===== src/rtl/alu_shift_pkg.sv =====
package alu_shift_pkg;

  typedef enum logic [1:0] {
    FN_AND  = 2'b00,
    FN_OR   = 2'b01,
    FN_NOTB = 2'b10,
    FN_ADD  = 2'b11
  } alu_fn_e;

  // Field order fixed by the microinstruction layout (MSB first).
  typedef struct packed {
    logic f0;
    logic f1;
    logic ena;
    logic enb;
    logic inva;
    logic inc;
  } alu_ctrl_t;

  typedef struct packed {
    logic sll;
    logic sra;
  } shf_ctrl_t;

  localparam int unsigned CTRL_W = $bits(alu_ctrl_t);
  localparam int unsigned SHFC_W = $bits(shf_ctrl_t);

endpackage


===== src/rtl/alu_operand_gate.sv =====
module alu_operand_gate #(
  parameter int unsigned W = 32
) (
  input  logic [W-1:0] a_in,
  input  logic [W-1:0] b_in,
  input  logic         ena,
  input  logic         enb,
  input  logic         inva,
  output logic [W-1:0] a_eff,
  output logic [W-1:0] b_eff
);

  function automatic logic [W-1:0] gate_word(input logic [W-1:0] v, input logic en);
    return en ? v : '0;
  endfunction

  function automatic logic [W-1:0] cond_invert(input logic [W-1:0] v, input logic inv);
    return v ^ {W{inv}};
  endfunction

  always_comb begin
    a_eff = cond_invert(gate_word(a_in, ena), inva);
    b_eff = gate_word(b_in, enb);
  end

endmodule


===== src/rtl/alu_func_unit.sv =====
module alu_func_unit
  import alu_shift_pkg::*;
#(
  parameter int unsigned W = 32
) (
  input  alu_fn_e      fn,
  input  logic [W-1:0] a,
  input  logic [W-1:0] b,
  input  logic         cin,
  output logic [W-1:0] res
);

  function automatic logic [W-1:0] add_cin(input logic [W-1:0] x,
                                           input logic [W-1:0] y,
                                           input logic         c);
    return x + y + {{(W-1){1'b0}}, c};
  endfunction

  logic [W-1:0] sum_w;
  assign sum_w = add_cin(a, b, cin);

  always_comb begin
    unique case (fn)
      FN_AND:  res = a & b;
      FN_OR:   res = a | b;
      FN_NOTB: res = ~b;
      FN_ADD:  res = sum_w;
      default: res = '0;
    endcase
  end

endmodule


===== src/rtl/alu_post_shifter.sv =====
module alu_post_shifter
  import alu_shift_pkg::*;
#(
  parameter int unsigned W        = 32,
  parameter int unsigned SHL_DIST = 8
) (
  input  shf_ctrl_t    sc,
  input  logic [W-1:0] din,
  output logic [W-1:0] dout
);

  logic [W-1:0] left_w;
  logic [W-1:0] right_w;

  generate
    if (SHL_DIST == 0) begin : g_no_left
      assign left_w = din;
    end else if (SHL_DIST >= W) begin : g_left_all
      assign left_w = '0;
    end else begin : g_left
      assign left_w = {din[W-1-SHL_DIST:0], {SHL_DIST{1'b0}}};
    end
  endgenerate

  assign right_w = {din[W-1], din[W-1:1]};

  always_comb begin
    if (sc.sll)      dout = left_w;
    else if (sc.sra) dout = right_w;
    else             dout = din;
  end

endmodule


===== src/rtl/alu_flag_latch.sv =====
module alu_flag_latch #(
  parameter int unsigned W = 32
) (
  input  logic         clk,
  input  logic         rst_n,
  input  logic         en,
  input  logic [W-1:0] alu_val,
  output logic         neg_q,
  output logic         zero_q
);

  logic neg_d;
  logic zero_d;
  assign neg_d  = alu_val[W-1];
  assign zero_d = (alu_val == '0);

  always_ff @(posedge clk or negedge rst_n) begin
    if (!rst_n) begin
      neg_q  <= 1'b0;
      zero_q <= 1'b0;
    end else if (en) begin
      neg_q  <= neg_d;
      zero_q <= zero_d;
    end
  end

endmodule


===== src/rtl/alu_shift_core.sv =====
module alu_shift_core
  import alu_shift_pkg::*;
#(
  parameter int unsigned W        = 32,
  parameter int unsigned SHL_DIST = 8
) (
  input  logic         clk,
  input  logic         rst_n,
  input  logic [5:0]   ctrl,
  input  logic [1:0]   shift_ctrl,
  input  logic [W-1:0] opnd_a,
  input  logic [W-1:0] opnd_b,
  input  logic         flag_en,
  output logic [W-1:0] result,
  output logic         neg_q,
  output logic         zero_q
);

  alu_ctrl_t    cw;
  shf_ctrl_t    sw;
  alu_fn_e      fn_sel;
  logic [W-1:0] a_eff;
  logic [W-1:0] b_eff;
  logic [W-1:0] alu_res;

  assign cw     = alu_ctrl_t'(ctrl);
  assign sw     = shf_ctrl_t'(shift_ctrl);
  assign fn_sel = alu_fn_e'({cw.f0, cw.f1});

  alu_operand_gate #(.W(W)) u_gate (
    .a_in  (opnd_a),
    .b_in  (opnd_b),
    .ena   (cw.ena),
    .enb   (cw.enb),
    .inva  (cw.inva),
    .a_eff (a_eff),
    .b_eff (b_eff)
  );

  alu_func_unit #(.W(W)) u_func (
    .fn  (fn_sel),
    .a   (a_eff),
    .b   (b_eff),
    .cin (cw.inc),
    .res (alu_res)
  );

  alu_post_shifter #(.W(W), .SHL_DIST(SHL_DIST)) u_shift (
    .sc   (sw),
    .din  (alu_res),
    .dout (result)
  );

  alu_flag_latch #(.W(W)) u_flags (
    .clk     (clk),
    .rst_n   (rst_n),
    .en      (flag_en),
    .alu_val (alu_res),
    .neg_q   (neg_q),
    .zero_q  (zero_q)
  );

endmodule


===== config.mk =====
export PLATFORM = sky130hd
export DESIGN_NAME = alu_shift_core
export DESIGN_NICKNAME = d
export VERILOG_FILES = /design/src/rtl/alu_shift_pkg.sv /design/src/rtl/alu_operand_gate.sv /design/src/rtl/alu_func_unit.sv /design/src/rtl/alu_post_shifter.sv /design/src/rtl/alu_flag_latch.sv /design/src/rtl/alu_shift_core.sv
export SDC_FILE = /design/constraint.sdc
export NUM_CORES = 1
export LEC_CHECK = 0
export CAP_MARGIN = 25
export CORE_UTILIZATION = 30
export CTS_BUF_LIST = sky130_fd_sc_hd__clkbuf_8
export CTS_CLUSTER_SIZE = 10
export DETAILED_ROUTE_END_ITERATION = 12
export DONT_BUFFER_PORTS = 1
export GPL_TIMING_DRIVEN = 0
export PLACE_DENSITY_LB_ADDON = 0.1
export SYNTH_ARGS = -nofsm -noshare
export SYNTH_HDL_FRONTEND = slang
export SYNTH_SLANG_ARGS = --single-unit

===== constraint.sdc =====
create_clock -name clk -period 7.45 [get_ports clk]
set_input_delay 1.1175 -clock clk [delete_from_list [all_inputs] [get_ports clk]]
set_output_delay 1.1175 -clock clk [all_outputs]
set_load 0.1 [all_outputs]

* Word level (Yosys, flattened, before mapping)
Index checks and enable logic that the tools add are counted.
** Word-level totals
- Register bits after elaboration :: 2
- Input bits :: 75
- Output and inout port bits :: 34
- Word-level logic and storage cells :: 18
** Operators by class
- Add/subtract/negate cells :: 2
- Equal/unequal tests :: 3
- Multiplexer cells :: 5
- Bitwise logic cells :: 4
- Reduce and logical (&&, ||, !) cells :: 2
** Operator list (count)
- case mux 32 bit (4 select lines) :: 1
- two-way mux 32 bit :: 3
- adder 32 x 1 -> 32 bit :: 1
- adder 32 bit :: 1
- bitwise AND 32 bit :: 1
- zero test 32 bit :: 1
- NOT 32 bit :: 1
- OR 32 bit :: 1
- bitwise XOR 32 bit :: 1
- two-way mux 31 bit :: 1
- == test 2 bit (second input constant) :: 2
- == test 2 x 1 -> 1 bit (second input constant) :: 1
- zero test 2 bit :: 1

* Logic depth before layout (Yosys ltp)
- Depth after elaboration :: 7
- Gate-level depth with buffers :: 17
- Mapped depth without buffers :: 15

* By module
A second synthesis with hierarchy kept.
** Second synthesis, totals
- Cell total of the unflattened synthesis :: 654
- Area total of the unflattened synthesis :: 4824.6 sq um
** Modules (own cells, without submodules)
- alu_func_unit :: times used 1, cells an instance 436, area an instance 3315.7 sq um, sequential area each 0.0 sq um
- alu_operand_gate :: times used 1, cells an instance 106, area an instance 684.4 sq um, sequential area each 0.0 sq um
- alu_post_shifter :: times used 1, cells an instance 96, area an instance 654.4 sq um, sequential area each 0.0 sq um
- alu_flag_latch :: times used 1, cells an instance 16, area an instance 170.2 sq um, sequential area each 50.0 sq um

* Worst setup path after synthesis
Ideal clock, no wire load.
- Path kind :: in2out
- From :: input ctrl[2]
- To :: output result[20]
- Arrival :: 6.651 ns
- Required time :: 6.332 ns
- Setup slack :: -0.319 ns
- Cell stages on the path :: 15
- Buffers on the path :: 3
- Path through :: clkbuf_1 > clkbuf_1 > buf_1 > nand2_1 > fa_1 > fa_1 > nand2b_1 > a211oi_2 > o21ai_1 > a2111oi_2 > nor2_1 > xor2_1 > o21ai_0 > o21ai_0 > o21ai_0
** On the way
- Word-level cells in the longest chain between the ends :: 6
- Elaborated cells on any way between the ends :: 9
- Classes of those cells :: add/sub (2); mux (4); bitwise (3)
** RTL lines
- from (decl) :: RTL line alu_shift_core.sv:9 : input logic [5:0] ctrl,
- two-way mux 32 bit * :: RTL line alu_operand_gate.sv:14 : return en ? v : '0;
- adder 32 bit :: RTL line alu_func_unit.sv:16 : return x + y + {{(W-1){1'b0}}, c};
- adder 32 x 1 -> 32 bit :: RTL line alu_func_unit.sv:16
- case mux 32 bit (4 select lines) * :: RTL line alu_func_unit.sv:23 : unique case (fn)
- two-way mux 31 bit :: RTL line alu_post_shifter.sv:29 : else if (sc.sra) dout = right_w;
- two-way mux 32 bit * :: RTL line alu_post_shifter.sv:28 : if (sc.sll) dout = left_w;
- to (decl) :: RTL line alu_shift_core.sv:14 : output logic [W-1:0] result,
Mark *: on every way between the ends. The rest lies on a longest branch, timed or not.

* Final worst setup path
- From :: input ctrl[2]
- To :: output result[28]
The elaborated chain is that of the path after synthesis.

==> flow_results.org <==
** Status
- Outcome :: finished, final reports clean

** Cells and area
- In the final design database the tool counted 928 nets.
- The finished layout holds 1,001 standard cells, fillers aside.
- The number of antenna diodes in the final layout is 0.
- The library cell used most frequently in the layout, excluding fill and tap cells, is sky130_fd_sc_hd__nand2_1.
- The layout has 1,764 filler cells.
- Core occupancy in the finished layout :: 34.9%
- From synthesis to final layout, the design area changed by 12.9%.
- Of the cells placed in the final design, the portion with a size suffix greater than 1 is 10.8%.
- Commonest cells after routing, fill and taps aside :: 137 x sky130_fd_sc_hd__nand2_1, 76 x sky130_fd_sc_hd__inv_1, 66 x sky130_fd_sc_hd__nor2_1, 64 x sky130_fd_sc_hd__ha_1

** Place
- Global placement routability congestion :: 0.885
- Placed cell count :: 999
- Input/output buffers :: 0
- Before CTS, the worst setup slack after placement is -852 ps.
- Once detailed placement completed, the half-perimeter wirelength came to 16.8 mm.

** GRT
- All-Layer GR Usage :: 23.7%
- The first global-routing pass estimated 30.4 mm of wire.
- Entering global routing, the biggest net connects 20 pins.
- Residual overflow from global routing :: 0
- Number of antenna violations at the first check in global routing :: 1
- Via count of the first global-routing pass :: 5,301

** Pwr
- Total power for the finished layout comes to 801 uW.
- Worst ir drop on vdd :: 87.5 uV
- The analysis attributes to cell leakage a power of 0.00252 uW.
- Total power per unit cell area :: 144 mW/mm^2

** Detailed routing
- Once detail routing completed, the nets flagged for antenna violations numbered 0.
- Count of vias placed by the detailed router :: 5,617
- Total wire length after detailed routing :: 20.4 mm
- The detailed router finished its first iteration with 436 violations.
- Dividing the detail-routed wire length by the instance count gives 20.4 um.
- Number of detailed-routing iterations run before antenna repair :: 5
- Average vias per placed instance :: 5.61
- # DRC :: 0

** CTS
- Once the clock tree was built, the setup fixing pass inserted 0 buffers.
- CTS tree :: built
- Clock latency on the worst-skew pair :: 210 ps
- Inserted Clock Buffers :: 3
- The tree is rooted in a sky130_fd_sc_hd__clkbuf_8.
- Clock slew at the register clock pins of the worst setup and hold paths :: 30 ps
- The clock passes through at most 2 buffers.
- Clock net sink count :: 2
- In this run the number of H-tree levels came out at 1.
- In this run, post-CTS hold repair placed 0 buffers.

** Yosys
- The mapped netlist covers 0.00492 sq mm.
- Fraction of the yosys area taken by sequential cells :: 1.02%
- Synth Register Bits :: 2
- Net count of the mapped netlist :: 914
- In this run, synthesis inferred 0 flip-flops with an integrated enable.
- In this run, distinct cell masters in the synthesized netlist total 71.
- Count of mapped cells out of synthesis :: 773
- In the synthesized netlist the dominant register cell turns out to be sky130_fd_sc_hd__dfrtp_1.
- Average footprint of a synthesized cell :: 6.37 sq um
- Ys async rst share :: 100%
- Yosys printed 0 warnings.

** Die
- Overall die width :: 130 um
- Starting density of the core :: 30.9%
- Std cell rows :: 46
- Number of placed I/O pins :: 109
- The die covers 0.0169 sq mm.
- Overall die height :: 130 um
- Floorplan Core Area :: 0.0159 sq mm

** Run
- Maxcap violations :: 0

** STA
- Headroom to the max-slew limit came out at 27.0%.
- The worst path needs 7090 ps of the cycle, external delays included.
- Smallest setup slack after layout :: 364 ps
- The total count of max-transition violations in the final report was 0.
- Clock Skews :: 0 ps
- Maximum clock rate :: 141 MHz
- For the pin with the worst max-slew slack, the measured transition is 1090 ps.
- Final Setup Violations :: 0
- For the final routed database, the setup TNS stands at 0 ps.
- Unrepaired setup endpoints after global routing :: false
- Final Cycle Share :: 95.1%
- The final hold violation count was 0.

** Min path
- The min-delay analysis places its worst path in the category in -> async.

** Setup path
- Worst setup path class :: in -> out
- The worst setup path is captured at a primary output.
- STA puts the critical path data arrival time at 5970 ps.
- Number of cells on the worst reg-to-reg path :: 1
- Of all nets on the critical path, the largest fanout is 19.
- For the worst setup path, the data required time is 6330 ps.
- STA classifies the critical path startpoint as an input pin.
## path summary, 6_finish.rpt
kind / from / endpoint / slack (ps)
max reg2reg: u_flags.neg_q / u_flags.neg_q / 6180
min: rst_n / u_flags.neg_q / 610
min reg2reg: u_flags.zero_q / u_flags.zero_q / 1060
max in group asynchronous: rst_n / u_flags.zero_q / 6770
max: ctrl[2] / result[28] / 360
min in group clk: u_flags.zero_q / u_flags.zero_q / 1060
## layout make-up
class | count | area [sq um] | share of cell area, %
Buffer | 50 | 244 | 4.39
Inverter | 76 | 285 | 5.13
Timing Repair Buffer | 10 | 150 | 2.70
Clock buffer | 3 | 41.3 | 0.743
Tap cell | 216 | 270 | 4.86
Multi-Input combinational cell | 644 | 4520 | 81.3
Sequential cell | 2 | 50.0 | 0.900
## Yosys cell counts, types with 4 or more instances
master,number,area [sq um]
sky130_fd_sc_hd__clkbuf_1,31,116
sky130_fd_sc_hd__nand3_1,12,60.1
sky130_fd_sc_hd__a211oi_1,23,173
sky130_fd_sc_hd__mux2i_1,13,130
sky130_fd_sc_hd__o22ai_1,9,56.3
sky130_fd_sc_hd__and2_1,6,37.5
sky130_fd_sc_hd__a221oi_1,4,35.0
sky130_fd_sc_hd__xor2_1,9,78.8
sky130_fd_sc_hd__ha_1,64,801
sky130_fd_sc_hd__a21o_1,10,75.1
sky130_fd_sc_hd__nor2_1,68,255
sky130_fd_sc_hd__o211ai_1,9,67.6
sky130_fd_sc_hd__nor3_1,10,50.1
sky130_fd_sc_hd__buf_1,9,33.8
sky130_fd_sc_hd__buf_6,5,56.3
sky130_fd_sc_hd__and3_1,7,43.8
sky130_fd_sc_hd__o2111ai_1,5,43.8
sky130_fd_sc_hd__xnor2_1,41,359
sky130_fd_sc_hd__inv_1,76,285
sky130_fd_sc_hd__a31oi_1,9,56.3
sky130_fd_sc_hd__mux4_2,5,113
sky130_fd_sc_hd__a21oi_1,53,265
sky130_fd_sc_hd__nand2b_1,4,25.0
sky130_fd_sc_hd__mux2_2,7,78.8
sky130_fd_sc_hd__nand2_1,137,514
sky130_fd_sc_hd__o21ai_0,59,295
sky130_fd_sc_hd__nand4_1,6,37.5
sky130_fd_sc_hd__o21a_1,8,60.1
sky130_fd_sc_hd__nor2b_1,4,25.0
## logic make-up (layout without fill, tap and decap cells)
group           count (synthesis)  count (layout)  share of synthesized area [%]
xor+xnor                       50              50                           8.90
fa+ha+maj                      66              66                           17.1
buf+inv                       127             139                           10.7
mux                            25              25                           6.53
compound gates                229             229                           31.3
simple gates                  274             274                           24.5
flops                           2               2                           1.02
## per-stage QoR
stage | cell area (sq um) | hold WS [ps]
finish | 5560 | 606
CTS | 5560 | 601
detailed placement | 5490 | 822
global placement | 5190 | 822
global route | 5560 | 602
floorplan | 4920 | 822
## report_power, final
group	internal [uW]	switching [uW]	total, uW
sequential	12.0	10.1	22.1
combinational	206	531	737
clock	34.1	8.01	42.1
## repair_timing
item,4_1_cts,5_1_grt
endpoints found under the hold margin,0,0
gates resized for setup,5,3
pin swaps,1,1
endpoints found under the setup margin,13,3
## critical path, stage by stage
cell and delay [ps]:
sky130_fd_sc_hd__clkbuf_2 280, sky130_fd_sc_hd__clkbuf_4 380, sky130_fd_sc_hd__nand2_1 180, sky130_fd_sc_hd__fa_1 470, sky130_fd_sc_hd__fa_1 420, sky130_fd_sc_hd__nand2b_1 220
sky130_fd_sc_hd__a211oi_2 370, sky130_fd_sc_hd__o21ai_1 230, sky130_fd_sc_hd__a2111oi_2 590, sky130_fd_sc_hd__o2111ai_1 220, sky130_fd_sc_hd__and3b_1 250, sky130_fd_sc_hd__o31a_1 340
sky130_fd_sc_hd__mux2_2 320, sky130_fd_sc_hd__o21ai_4 570
## metal layers
| metal | global-route usage (%) | vias up | wire length [um] |
|---|---|---|---|
| met5 | 0 | - | 0 |
| li1 | - | 2715 | - |
| met3 | 4.02 | 11 | 1700 |
| met4 | 2.33 | 0 | 138 |
| met2 | 38.5 | 225 | 8950 |
| met1 | 33.8 | 2666 | 9610 |
## registers in the layout (all words and copies together), names as in the netlist
register        flops
u_flags.neg_q       1
u_flags.zero_q      1
Note: power is estimated with default switching activity, not from simulation.
